File: config.mk
export PLATFORM = sky130hd
export DESIGN_NAME = rob_precise
export DESIGN_NICKNAME = d
export VERILOG_FILES = /design/src/rtl/rob_pkg.sv /design/src/rtl/rob_ptr_ctl.sv /design/src/rtl/rob_entry_array.sv /design/src/rtl/rob_retire_ctl.sv /design/src/rtl/rob_precise.sv
export SDC_FILE = /design/constraint.sdc
export NUM_CORES = 1
export LEC_CHECK = 0
export BUFFER_PORTS_ARGS = -buffer_cell sky130_fd_sc_hd__clkbuf_2
export CELL_PAD_IN_SITES_DETAIL_PLACEMENT = 0
export CELL_PAD_IN_SITES_GLOBAL_PLACEMENT = 1
export CORE_ASPECT_RATIO = 0.6
export CORE_MARGIN = 1
export CORE_UTILIZATION = 25
export CTS_CLUSTER_SIZE = 25
export DETAILED_ROUTE_END_ITERATION = 16
export PLACE_DENSITY = 0.44
export SLEW_MARGIN = 5
export SYNTH_ARGS = -nofsm -noshare
export SYNTH_HDL_FRONTEND = slang
export SYNTH_SLANG_ARGS = --single-unit
File: constraint.sdc
create_clock -name clk -period 6.7 [get_ports clk]
set_clock_uncertainty 0.15 [all_clocks]
set_input_delay 0.335 -clock clk [delete_from_list [all_inputs] [get_ports clk]]
set_output_delay 0.335 -clock clk [all_outputs]
set_load 0.03 [all_outputs]
File: src/rtl/rob_pkg.sv
package rob_pkg;

  typedef enum logic [1:0] {
    CAUSE_NONE  = 2'd0,
    CAUSE_FAULT = 2'd1,
    CAUSE_TRAP  = 2'd2,
    CAUSE_IRQ   = 2'd3
  } cause_e;

  typedef enum logic {
    ST_RUN   = 1'b0,
    ST_DRAIN = 1'b1
  } rstate_e;

  typedef struct packed {
    logic fault;
    logic trap;
    logic misp;
  } exc_flags_t;

endpackage

File: src/rtl/rob_ptr_ctl.sv
module rob_ptr_ctl #(
  parameter int DEPTH = 16,
  localparam int IDX_W = $clog2(DEPTH)
) (
  input  logic             clk,
  input  logic             rst_n,
  input  logic             push,
  input  logic             pop,
  input  logic             clear,
  output logic [IDX_W-1:0] head_idx,
  output logic [IDX_W-1:0] tail_idx,
  output logic             empty,
  output logic             full
);

  logic [IDX_W:0] hd_q, tl_q;

  always_ff @(posedge clk) begin
    if (!rst_n || clear) begin
      hd_q <= '0;
      tl_q <= '0;
    end else begin
      if (push) tl_q <= tl_q + 1'b1;
      if (pop)  hd_q <= hd_q + 1'b1;
    end
  end

  assign head_idx = hd_q[IDX_W-1:0];
  assign tail_idx = tl_q[IDX_W-1:0];
  assign empty    = (hd_q == tl_q);
  assign full     = (hd_q[IDX_W] != tl_q[IDX_W]) &&
                    (hd_q[IDX_W-1:0] == tl_q[IDX_W-1:0]);


  no_overflow_chk: assert property (@(posedge clk) disable iff (!rst_n)
    push |-> !full);


  no_underflow_chk: assert property (@(posedge clk) disable iff (!rst_n)
    pop |-> !empty);

endmodule

File: src/rtl/rob_entry_array.sv
module rob_entry_array
  import rob_pkg::*;
#(
  parameter int DEPTH = 16,
  parameter int PC_W  = 32,
  parameter int OFF_W = 8,
  parameter int LEN_W = 4,
  localparam int IDX_W = $clog2(DEPTH)
) (
  input  logic             clk,
  input  logic             rst_n,
  input  logic             clear,
  input  logic             al_we,
  input  logic [IDX_W-1:0] al_idx,
  input  logic [OFF_W-1:0] al_off,
  input  logic [LEN_W-1:0] al_len,
  input  logic             al_store,
  input  logic             cm_we,
  input  logic [IDX_W-1:0] cm_idx,
  input  exc_flags_t       cm_flg,
  input  logic [PC_W-1:0]  cm_tgt,
  input  logic             pop,
  input  logic [IDX_W-1:0] hd_idx,
  output logic             hd_vld,
  output logic             hd_done,
  output exc_flags_t       hd_flg,
  output logic             hd_store,
  output logic [OFF_W-1:0] hd_off,
  output logic [LEN_W-1:0] hd_len,
  output logic [PC_W-1:0]  hd_tgt
);

  logic             vld_q   [DEPTH];
  logic             done_q  [DEPTH];
  exc_flags_t       flg_q   [DEPTH];
  logic             store_q [DEPTH];
  logic [OFF_W-1:0] off_q   [DEPTH];
  logic [LEN_W-1:0] len_q   [DEPTH];
  logic [PC_W-1:0]  tgt_q   [DEPTH];

  logic [DEPTH-1:0] al_hit, cm_hit, pop_hit;

  for (genvar i = 0; i < DEPTH; i++) begin : g_slot
    assign al_hit[i]  = al_we && (al_idx == IDX_W'(i));
    assign cm_hit[i]  = cm_we && (cm_idx == IDX_W'(i)) && vld_q[i];
    assign pop_hit[i] = pop   && (hd_idx == IDX_W'(i));

    always_ff @(posedge clk) begin
      if (!rst_n || clear) begin
        vld_q[i]   <= 1'b0;
        done_q[i]  <= 1'b0;
        flg_q[i]   <= '0;
        store_q[i] <= 1'b0;
        off_q[i]   <= '0;
        len_q[i]   <= '0;
        tgt_q[i]   <= '0;
      end else if (al_hit[i]) begin
        vld_q[i]   <= 1'b1;
        done_q[i]  <= 1'b0;
        flg_q[i]   <= '0;
        store_q[i] <= al_store;
        off_q[i]   <= al_off;
        len_q[i]   <= al_len;
      end else begin
        if (pop_hit[i]) begin
          vld_q[i]  <= 1'b0;
          done_q[i] <= 1'b0;
        end else if (cm_hit[i]) begin
          done_q[i] <= 1'b1;
          flg_q[i]  <= cm_flg;
          tgt_q[i]  <= cm_tgt;
        end
      end
    end
  end

  assign hd_vld   = vld_q[hd_idx];
  assign hd_done  = done_q[hd_idx];
  assign hd_flg   = flg_q[hd_idx];
  assign hd_store = store_q[hd_idx];
  assign hd_off   = off_q[hd_idx];
  assign hd_len   = len_q[hd_idx];
  assign hd_tgt   = tgt_q[hd_idx];

endmodule

File: src/rtl/rob_retire_ctl.sv
module rob_retire_ctl
  import rob_pkg::*;
#(
  parameter int PC_W = 32
) (
  input  logic            clk,
  input  logic            rst_n,
  input  logic            hd_vld,
  input  logic            hd_done,
  input  exc_flags_t      hd_flg,
  input  logic [PC_W-1:0] hd_addr,
  input  logic [PC_W-1:0] hd_next,
  input  logic [PC_W-1:0] hd_tgt,
  input  logic            irq,
  input  logic            drain_ack,
  output logic            retire,
  output logic            flush,
  output logic            redir_valid,
  output logic [PC_W-1:0] redir_pc,
  output logic            busy,
  output logic            drain_req,
  output logic            hnd_valid,
  output logic [PC_W-1:0] hnd_pc,
  output logic [1:0]      hnd_cause
);

  rstate_e         st_q;
  cause_e          cause_q, ev_cause;
  logic [PC_W-1:0] pc_q, ev_pc;
  logic            ev, head_rdy;

  assign head_rdy = hd_vld && hd_done;

  always_comb begin
    retire      = 1'b0;
    flush       = 1'b0;
    redir_valid = 1'b0;
    redir_pc    = hd_tgt;
    ev          = 1'b0;
    ev_cause    = CAUSE_NONE;
    ev_pc       = hd_addr;
    if (st_q == ST_RUN) begin
      if (head_rdy && hd_flg.fault) begin
        flush    = 1'b1;
        ev       = 1'b1;
        ev_cause = CAUSE_FAULT;
      end else if (head_rdy && hd_flg.trap) begin
        retire   = 1'b1;
        flush    = 1'b1;
        ev       = 1'b1;
        ev_cause = CAUSE_TRAP;
        ev_pc    = hd_next;
      end else if (irq && hd_vld) begin
        flush    = 1'b1;
        ev       = 1'b1;
        ev_cause = CAUSE_IRQ;
        if (head_rdy && hd_flg.misp) begin
          retire = 1'b1;
          ev_pc  = hd_tgt;
        end
      end else if (head_rdy) begin
        retire = 1'b1;
        if (hd_flg.misp) begin
          flush       = 1'b1;
          redir_valid = 1'b1;
        end
      end
    end
  end

  always_ff @(posedge clk) begin
    if (!rst_n) begin
      st_q    <= ST_RUN;
      cause_q <= CAUSE_NONE;
      pc_q    <= '0;
    end else if (st_q == ST_RUN) begin
      if (ev) begin
        st_q    <= ST_DRAIN;
        cause_q <= ev_cause;
        pc_q    <= ev_pc;
      end
    end else if (drain_ack) begin
      st_q <= ST_RUN;
    end
  end

  assign busy      = (st_q == ST_DRAIN);
  assign drain_req = busy;
  assign hnd_valid = busy && drain_ack;
  assign hnd_pc    = pc_q;
  assign hnd_cause = cause_q;


  retire_head_chk: assert property (@(posedge clk) disable iff (!rst_n)
    retire |-> (hd_vld && hd_done));


  fault_no_retire_chk: assert property (@(posedge clk) disable iff (!rst_n)
    (!busy && hd_vld && hd_done && hd_flg.fault) |-> (flush && !retire));


  redirect_retires_chk: assert property (@(posedge clk) disable iff (!rst_n)
    redir_valid |-> (retire && flush && !ev));


  drain_hold_chk: assert property (@(posedge clk) disable iff (!rst_n)
    (drain_req && !drain_ack) |=> drain_req);


  drain_quiet_chk: assert property (@(posedge clk) disable iff (!rst_n)
    busy |-> (!retire && !flush && !redir_valid));


  drain_after_flush_chk: assert property (@(posedge clk) disable iff (!rst_n)
    $rose(drain_req) |-> $past(flush));

endmodule

File: src/rtl/rob_precise.sv
module rob_precise
  import rob_pkg::*;
#(
  parameter int DEPTH = 16,
  parameter int PC_W  = 32,
  parameter int OFF_W = 8,
  parameter int LEN_W = 4,
  localparam int IDX_W = $clog2(DEPTH)
) (
  input  logic             clk,
  input  logic             rst_n,
  input  logic             alloc_valid,
  output logic             alloc_ready,
  input  logic [PC_W-1:0]  alloc_pc,
  input  logic [LEN_W-1:0] alloc_len,
  input  logic             alloc_store,
  output logic [IDX_W-1:0] alloc_tag,
  input  logic             cmp_valid,
  input  logic [IDX_W-1:0] cmp_tag,
  input  logic             cmp_fault,
  input  logic             cmp_trap,
  input  logic             cmp_misp,
  input  logic [PC_W-1:0]  cmp_target,
  input  logic             irq,
  output logic             ret_valid,
  output logic [IDX_W-1:0] ret_tag,
  output logic [PC_W-1:0]  ret_pc,
  output logic             ret_store,
  output logic             flush,
  output logic             redir_valid,
  output logic [PC_W-1:0]  redir_pc,
  output logic             drain_req,
  input  logic             drain_ack,
  output logic             hnd_valid,
  output logic [PC_W-1:0]  hnd_pc,
  output logic [1:0]       hnd_cause
);

  logic [IDX_W-1:0] head_idx, tail_idx;
  logic             empty, full, push, busy, off_ok;
  logic [PC_W-1:0]  base_q, diff, hd_addr, hd_next, hd_tgt;
  logic             hd_vld, hd_done, hd_store;
  exc_flags_t       hd_flg, cm_flg;
  logic [OFF_W-1:0] hd_off, al_off;
  logic [LEN_W-1:0] hd_len;

  // Offset window: the slot stores only alloc_pc - base.
  assign diff        = alloc_pc - base_q;
  assign off_ok      = empty || (diff[PC_W-1:OFF_W] == '0);
  assign al_off      = empty ? '0 : diff[OFF_W-1:0];
  assign alloc_ready = !busy && !full && !flush && off_ok;
  assign push        = alloc_valid && alloc_ready;
  assign alloc_tag   = tail_idx;

  always_ff @(posedge clk) begin
    if (!rst_n)             base_q <= '0;
    else if (push && empty) base_q <= alloc_pc;
  end

  assign hd_addr = base_q + PC_W'(hd_off);
  assign hd_next = hd_addr + PC_W'(hd_len);
  assign cm_flg  = '{fault: cmp_fault, trap: cmp_trap, misp: cmp_misp};

  rob_ptr_ctl #(.DEPTH(DEPTH)) u_ptr (
    .clk(clk), .rst_n(rst_n), .push(push), .pop(ret_valid), .clear(flush),
    .head_idx(head_idx), .tail_idx(tail_idx), .empty(empty), .full(full)
  );

  rob_entry_array #(.DEPTH(DEPTH), .PC_W(PC_W), .OFF_W(OFF_W), .LEN_W(LEN_W)) u_arr (
    .clk(clk), .rst_n(rst_n), .clear(flush),
    .al_we(push), .al_idx(tail_idx), .al_off(al_off), .al_len(alloc_len),
    .al_store(alloc_store),
    .cm_we(cmp_valid), .cm_idx(cmp_tag), .cm_flg(cm_flg), .cm_tgt(cmp_target),
    .pop(ret_valid), .hd_idx(head_idx),
    .hd_vld(hd_vld), .hd_done(hd_done), .hd_flg(hd_flg), .hd_store(hd_store),
    .hd_off(hd_off), .hd_len(hd_len), .hd_tgt(hd_tgt)
  );

  rob_retire_ctl #(.PC_W(PC_W)) u_ret (
    .clk(clk), .rst_n(rst_n),
    .hd_vld(hd_vld), .hd_done(hd_done), .hd_flg(hd_flg),
    .hd_addr(hd_addr), .hd_next(hd_next), .hd_tgt(hd_tgt),
    .irq(irq), .drain_ack(drain_ack),
    .retire(ret_valid), .flush(flush),
    .redir_valid(redir_valid), .redir_pc(redir_pc),
    .busy(busy), .drain_req(drain_req),
    .hnd_valid(hnd_valid), .hnd_pc(hnd_pc), .hnd_cause(hnd_cause)
  );

  assign ret_tag   = head_idx;
  assign ret_pc    = hd_addr;
  assign ret_store = hd_store;


  irq_needs_head_chk: assert property (@(posedge clk) disable iff (!rst_n)
    (empty && !busy) |=> !drain_req);

endmodule

# ---- Yosys cells after proc, flatten, opt, wreduce, memory -nomap -nowiden
# Memory sizes are Yosys's and may differ from the RTL's. A register that Yosys moved wholly into a read port is not among the register bits.
# Cells that the tools add are included.
dict set report totals {
  reg_bits 77
  latchBits 0
  mem_bits_rw 800
  mem_bits_ro 0
  input_bits 82
  out_inout_bits 113
  elab_cells 745
  memories 7
}
# name words word_bits rd rd_ports_with_merged_regs wr line_no
set mem_list {}
lappend mem_list {u_arr.tgt_q 16 32 1 1 16 rob_entry_array.sv:39} ;# logic [PC_W-1:0] tgt_q [DEPTH];
lappend mem_list {u_arr.off_q 16 8 1 1 16 rob_entry_array.sv:37} ;# logic [OFF_W-1:0] off_q [DEPTH];
lappend mem_list {u_arr.len_q 16 4 1 1 16 rob_entry_array.sv:38} ;# logic [LEN_W-1:0] len_q [DEPTH];
lappend mem_list {u_arr.flg_q 16 3 1 1 16 rob_entry_array.sv:35} ;# exc_flags_t flg_q [DEPTH];
lappend mem_list {u_arr.done_q 16 1 1 1 16 rob_entry_array.sv:34} ;# logic done_q [DEPTH];
lappend mem_list {u_arr.store_q 16 1 1 1 16 rob_entry_array.sv:36} ;# logic store_q [DEPTH];
lappend mem_list {{1 more memories} n/a n/a n/a n/a n/a n/a}
dict set report op_classes {
  n_addsub 5
  multipliers 0
  div_mod_pow 0
  n_lt_le_gt_ge 0
  eq_ne 48
  shifts 0
  n_mux 415
  bitwise_logic 177
  n_reduce_logical 87
}
# op count
set ops {}
lappend ops {{32-bit 2-to-1 mux} 20}
lappend ops {{1-bit 2-to-1 mux} 313}
lappend ops {{1-bit bitwise OR} 176}
lappend ops {{8-bit 2-to-1 mux} 17}
lappend ops {{4-bit 2-to-1 mux} 30}
lappend ops {{4-bit == test, second input constant} 24}
lappend ops {{3-bit 2-to-1 mux} 32}
lappend ops {{1-bit logical AND} 76}
lappend ops {{4-bit by 3-bit == test with 1-bit output, second input constant} 12}
lappend ops {{32-bit by 4-bit adder with 32-bit output} 1}
lappend ops {{32-bit by 8-bit adder with 32-bit output} 1}
lappend ops {{32-bit subtractor} 1}
lappend ops {{4-bit by 2-bit == test with 1-bit output, second input constant} 6}
lappend ops {{24-bit logical NOT} 1}
lappend ops {{4-bit by 1-bit == test with 1-bit output, second input constant} 3}
lappend ops {{4-bit logical NOT} 3}
lappend ops {{5-bit by 1-bit adder with 5-bit output, second input constant} 2}
lappend ops {{2-bit 2-to-1 mux} 3}
lappend ops {{5-bit == test} 1}
lappend ops {{4-bit == test} 1}
lappend ops {{1-bit logical NOT} 4}
lappend ops {{1-bit logical OR} 2}
lappend ops {{2-bit AND reduction} 1}
lappend ops {{1-bit inequality test} 1}
lappend ops {{1-bit NOT} 1}

# ---- Depth between registers and ports, before layout
dict set report logic_depth {
  depth_word 17
  depth_mapped 23
  depth_no_buf 17
}

# ---- Hierarchy
# A second synthesis with hierarchy kept.
dict set report hier_totals {
  hier_cells 3543
  hier_area_um2 43723.2
}
# module instances cells_each area_each_um2
set modules_own_cells {}
lappend modules_own_cells {rob_entry_array 1 2485 35873.2}
lappend modules_own_cells {rob_precise 1 716 4966.0}
lappend modules_own_cells {rob_retire_ctl 1 286 2367.3}
lappend modules_own_cells {rob_ptr_ctl 1 56 516.7}

# ---- Worst setup path after synthesis
# Ideal clock, no wire load.
dict set report synth_path {
  kind {register to register}
  start {register with a tool-made name}
  end {register u_ret.pc_q[30] (netlist: u_ret.hnd_pc[30])}
  arrival_ps 6622
  required_ps 6426
  setup_slack_ps -196
  stages_incl_launch_ff 23
  n_path_buf 6
  cell_sequence {dfxtp_1 > buf_6 > buf_4 > buf_6 > buf_2 > clkbuf_1 > buf_1 > mux4_2 > mux4_2 > ha_1 > fa_1 > xor2_1 > ha_1 > a21o_1 > a21oi_1 > nor3_1 > nand3_1 > nor3_1 > nand3_1 > nor4b_4 > nand4_1 > mux2i_1 > o21ai_0}
}
# element line_no
set synth_rtl {}
lappend synth_rtl {{end signal: assignment} rob_retire_ctl.sv:80} ;# pc_q <= ev_pc;
lappend synth_rtl {{end: declaration} rob_retire_ctl.sv:29} ;# logic [PC_W-1:0] pc_q, ev_pc;

==> results_dict.tcl <==
set metrics [dict create \
    outcome "complete, no violations" \
    vias 35055 \
    synth_top_area_frac 0.518 \
    switching_share 0.369 \
    maxCapViolCount 0 \
    io_pins 195 \
    finalHoldViolCount 0 \
    min_delay_path_depth 3 \
    required_ps 6980 \
    setup_viol 0 \
    cts_max_level 3 \
    wl_um 197000 \
    crit_fanout 15 \
    cts.reportedPaths.clkPinSlew_ps 70 \
    cp.arrival_ps 6900 \
    first_global_vias 33796 \
    fill_cells 19047 \
    power.leakage_nw 17.3 \
    nets 4267 \
    dieArea_um2 187000 \
    fmax_ghz 0.151 \
    drt_first_pass_iters 5 \
    fin_cells 6692 \
    fin_crit_sh 0.988 \
    power_frac_clock 0.291 \
    syn_inst 4040 \
    post-cts-setup-buffer-count 0 \
    ys_types 92 \
    root_buffer "clkbuf_16" \
    final_max_slew_viol_count 0 \
    slew_headroom 0.213 \
    routedWlPerCell_um 29.4 \
    drive_above_1_share 0.197 \
    combPwrFrac 0.297 \
    drc 0 \
    worst_pin_slew_ps 1180 \
    p_int_w 0.0117 \
    grt_max_degree 137 \
    period_minus_slack_ps 6620 \
    globalRouteOverflowTotal 0 \
    synth-edff-count 800 \
    hold_class "input port to register" \
    vdd_drop_max_uv 198 \
    endpoint "u_arr.tgt_q[10][1]$_SDFFCE_PN0P_" \
    placed_cells 6471 \
    crit_start "base_q[14]$_SDFFE_PN0P_" \
    switchingPower_w 0.00684 \
    viasPerCell 5.24 \
    grtUsageMet1 0.328 \
    grt_use_met2 0.285 \
    synthArstFlopShare 0 \
    area_delta_synth_final_pct 16.1 \
    syn_avg_cell_area_um2 11.5 \
    cts_buffers 96 \
    syn_area_um2 46400 \
    use_met3 0.0477 \
    grt.total_usage 0.208 \
    drt.antenna.violating_nets 0 \
    finalWeightedCongestion 0.856 \
    fp-row-count 122 \
    critPathKind "register to register" \
    synth_top_area_cell "edfxtp_1" \
    pwr-share-seq 0.412 \
    r2r-end "u_arr.tgt_q[10][1]$_SDFFCE_PN0P_" \
    grt_busiest_layer "met1" \
    synth-seq-cells 881 \
    synth_seq_area_share 0.553 \
    drtIter0Drc 3904 \
    setup.worst_path.start_class "register" \
    cts_tree "yes" \
    antenna_found_initial 8 \
    ys_top_cells_by_area "edfxtp_1 52%, mux4_2 12%, nor3_1 6.5%, nand2_1 6.0%, dfxtp_1 3.5%" \
    synthFlopType "edfxtp_1" \
    clock_sinks 881 \
    power_w 0.0185 \
    worst-r2r-setup-slack_ps 80 \
    cp-end-kind "register" \
    r2r-start "base_q[14]$_SDFFE_PN0P_" \
    core_area_um2 184000 \
    die-width_um 558 \
    fin_setup_tns_ps 0 \
    rsz0062_at_grt "false" \
    start_util 0.252 \
    syn_nets 4176 \
    die_y_um 336 \
    worstRegToRegCells 14 \
    port_buffers 194 \
    power.density_nw_per_um2 344 \
    grt_pass1_wl_um 276000 \
    yosys_warnings 0 \
    hpwl_um 131000 \
    worst_skew_pair.late_latency_ps 710 \
    cts_buffer_depth 3 \
]
==> synthesized netlist by cell type (all sizes together), types with 13 or more instances <==
| cell type | instances |
|---|---|
| o221ai | 15 |
| nor4 | 15 |
| nor2b | 13 |
| buf | 177 |
| nand2b | 13 |
| nand2 | 747 |
| o211ai | 15 |
| nand4 | 55 |
| inv | 59 |
| a211oi | 33 |
| nor3 | 606 |
| nor2 | 274 |
| a21oi | 127 |
| a21o | 25 |
| mux4 | 248 |
| nand3 | 70 |
| dfxtp | 81 |
| xnor2 | 44 |
| a211o | 17 |
| o21ai | 60 |
| or3 | 24 |
| ha | 51 |
| and3 | 25 |
| edfxtp | 800 |
| nor3b | 29 |
| a31oi | 30 |
| clkbuf | 214 |
==> cell type report <==
type	instances	area, um2	area share
Multi-Input combinational cell	2708	19100	0.354
Sequential cell	881	25700	0.476
Tap cell	2480	3100	0.0576
Antenna cell	5	12.5	0.000232
Timing Repair Buffer	384	2780	0.0516
Clock buffer	113	2490	0.0462
Clock inverter	61	513	0.00952
Inverter	60	225	0.00418
==> worst min path at each step <==
stage / startpoint / to / slack [ps]
finish: cmp_target[17] / u_arr.tgt_q[14][17]$_SDFFCE_PN0P_ / 40
global route: cmp_target[17] / u_arr.tgt_q[14][17]$_SDFFCE_PN0P_ / 30
CTS: cmp_target[17] / u_arr.tgt_q[14][17]$_SDFFCE_PN0P_ / 0.7
detailed placement: u_ret.hnd_pc[25]$_SDFFE_PN0P_ / u_ret.hnd_pc[25]$_SDFFE_PN0P_ / 300
global placement: u_ret.hnd_pc[22]$_SDFFE_PN0P_ / u_ret.hnd_pc[22]$_SDFFE_PN0P_ / 290
floorplan: base_q[29]$_SDFFE_PN0P_ / base_q[29]$_SDFFE_PN0P_ / 290
==> metal layers <==
metal / share of wire / up-vias
li1: - / 15338
met1: 0.50 / 18212
met2: 0.40 / 1344
met3: 0.080 / 159
met4: 0.017 / 2
met5: 0.000061 / -
==> power by group through the flow <==
stage               logic [W]  clock network [W]  registers (W)
floorplan             0.00321                  0        0.00760
global placement      0.00555                  0        0.00775
detailed placement    0.00553                  0        0.00774
CTS                   0.00557            0.00552        0.00764
global route          0.00588            0.00573        0.00773
finish                0.00551            0.00540        0.00763
==> worst max-delay path, cell delays in order (launching register included) <==
cell	delay [ps]
dfxtp_1	470
inv_1	120
ha_1	640
nand4_1	250
nor3_1	240
o211ai_1	340
a21o_1	370
a2111oi_2	400
o21ai_0	250
a211oi_1	850
nand4bb_4	540
buf_4	410
a211oi_4	870
buf_4	310
nor3_1	80
==> flip-flops by register name, indices dropped and copies added, names as in the netlist, named ones only <==
name	cells
u_arr.tgt_q	512
u_arr.off_q	128
u_arr.len_q	64
u_arr.flg_q	48
base_q	32
u_ret.hnd_pc	32
u_arr.done_q	16
u_arr.store_q	16
u_arr.vld_q	16
u_ptr.hd_q	5
u_ptr.tl_q	5
u_ret.hnd_cause	2
u_ret.busy	1
==> placed cells by master, fill, tap and decap left out, types with 13 or more instances in the layout <==
master         instances
a31oi_1               16
a211oi_4              17
nor3_1               606
clkbuf_2             194
nor4_1                13
xnor2_1               44
edfxtp_1             800
a211o_1               17
dfxtp_1               77
inv_1                 59
nand3_1               70
buf_12                22
o211ai_1              15
nor3b_1               29
clkinv_2              19
o21ai_0               47
clkbuf_1              16
dlygate4sd3_1         42
ha_1                  51
mux4_2               248
or3_1                 24
buf_4                126
and3_1                25
a21o_2                13
nor2_1               270
nand2_1              741
o221ai_1              15
clkinv_1              22
a211oi_1              15
nand4_1               54
clkbuf_16             97
a21oi_1              123
==> kinds of logic after synthesis <==
group | share of synthesized area
AND/OR/NAND/NOR | 0.188
flip-flops | 0.553
buffers and inverters | 0.0442
AO/OA/AOI/OAI | 0.0654
multiplexers | 0.124
XOR/XNOR | 0.0106
adder cells (fa/ha/maj) | 0.0150
==> stage by stage <==
stage	hold slack (ps)	cell area, um2	utilization	worst slack [ps]
finish	39.2	53900	0.292	82.6
global route	34.1	53900	0.292	20.3
CTS	0.740	53800	0.292	322
detailed placement	299	50400	0.273	391
global placement	294	50400	0.273	383
floorplan	286	46400	-	21.5
==> what timing repair did <==
| item | in CTS | in global routing |
|---|---|---|
| resized for setup | 0 | 0 |
| hold buffers | 42 | 0 |
| hold endpoints to repair | 133 | 0 |
No activity file was read; power rests on OpenSTA's default activity.
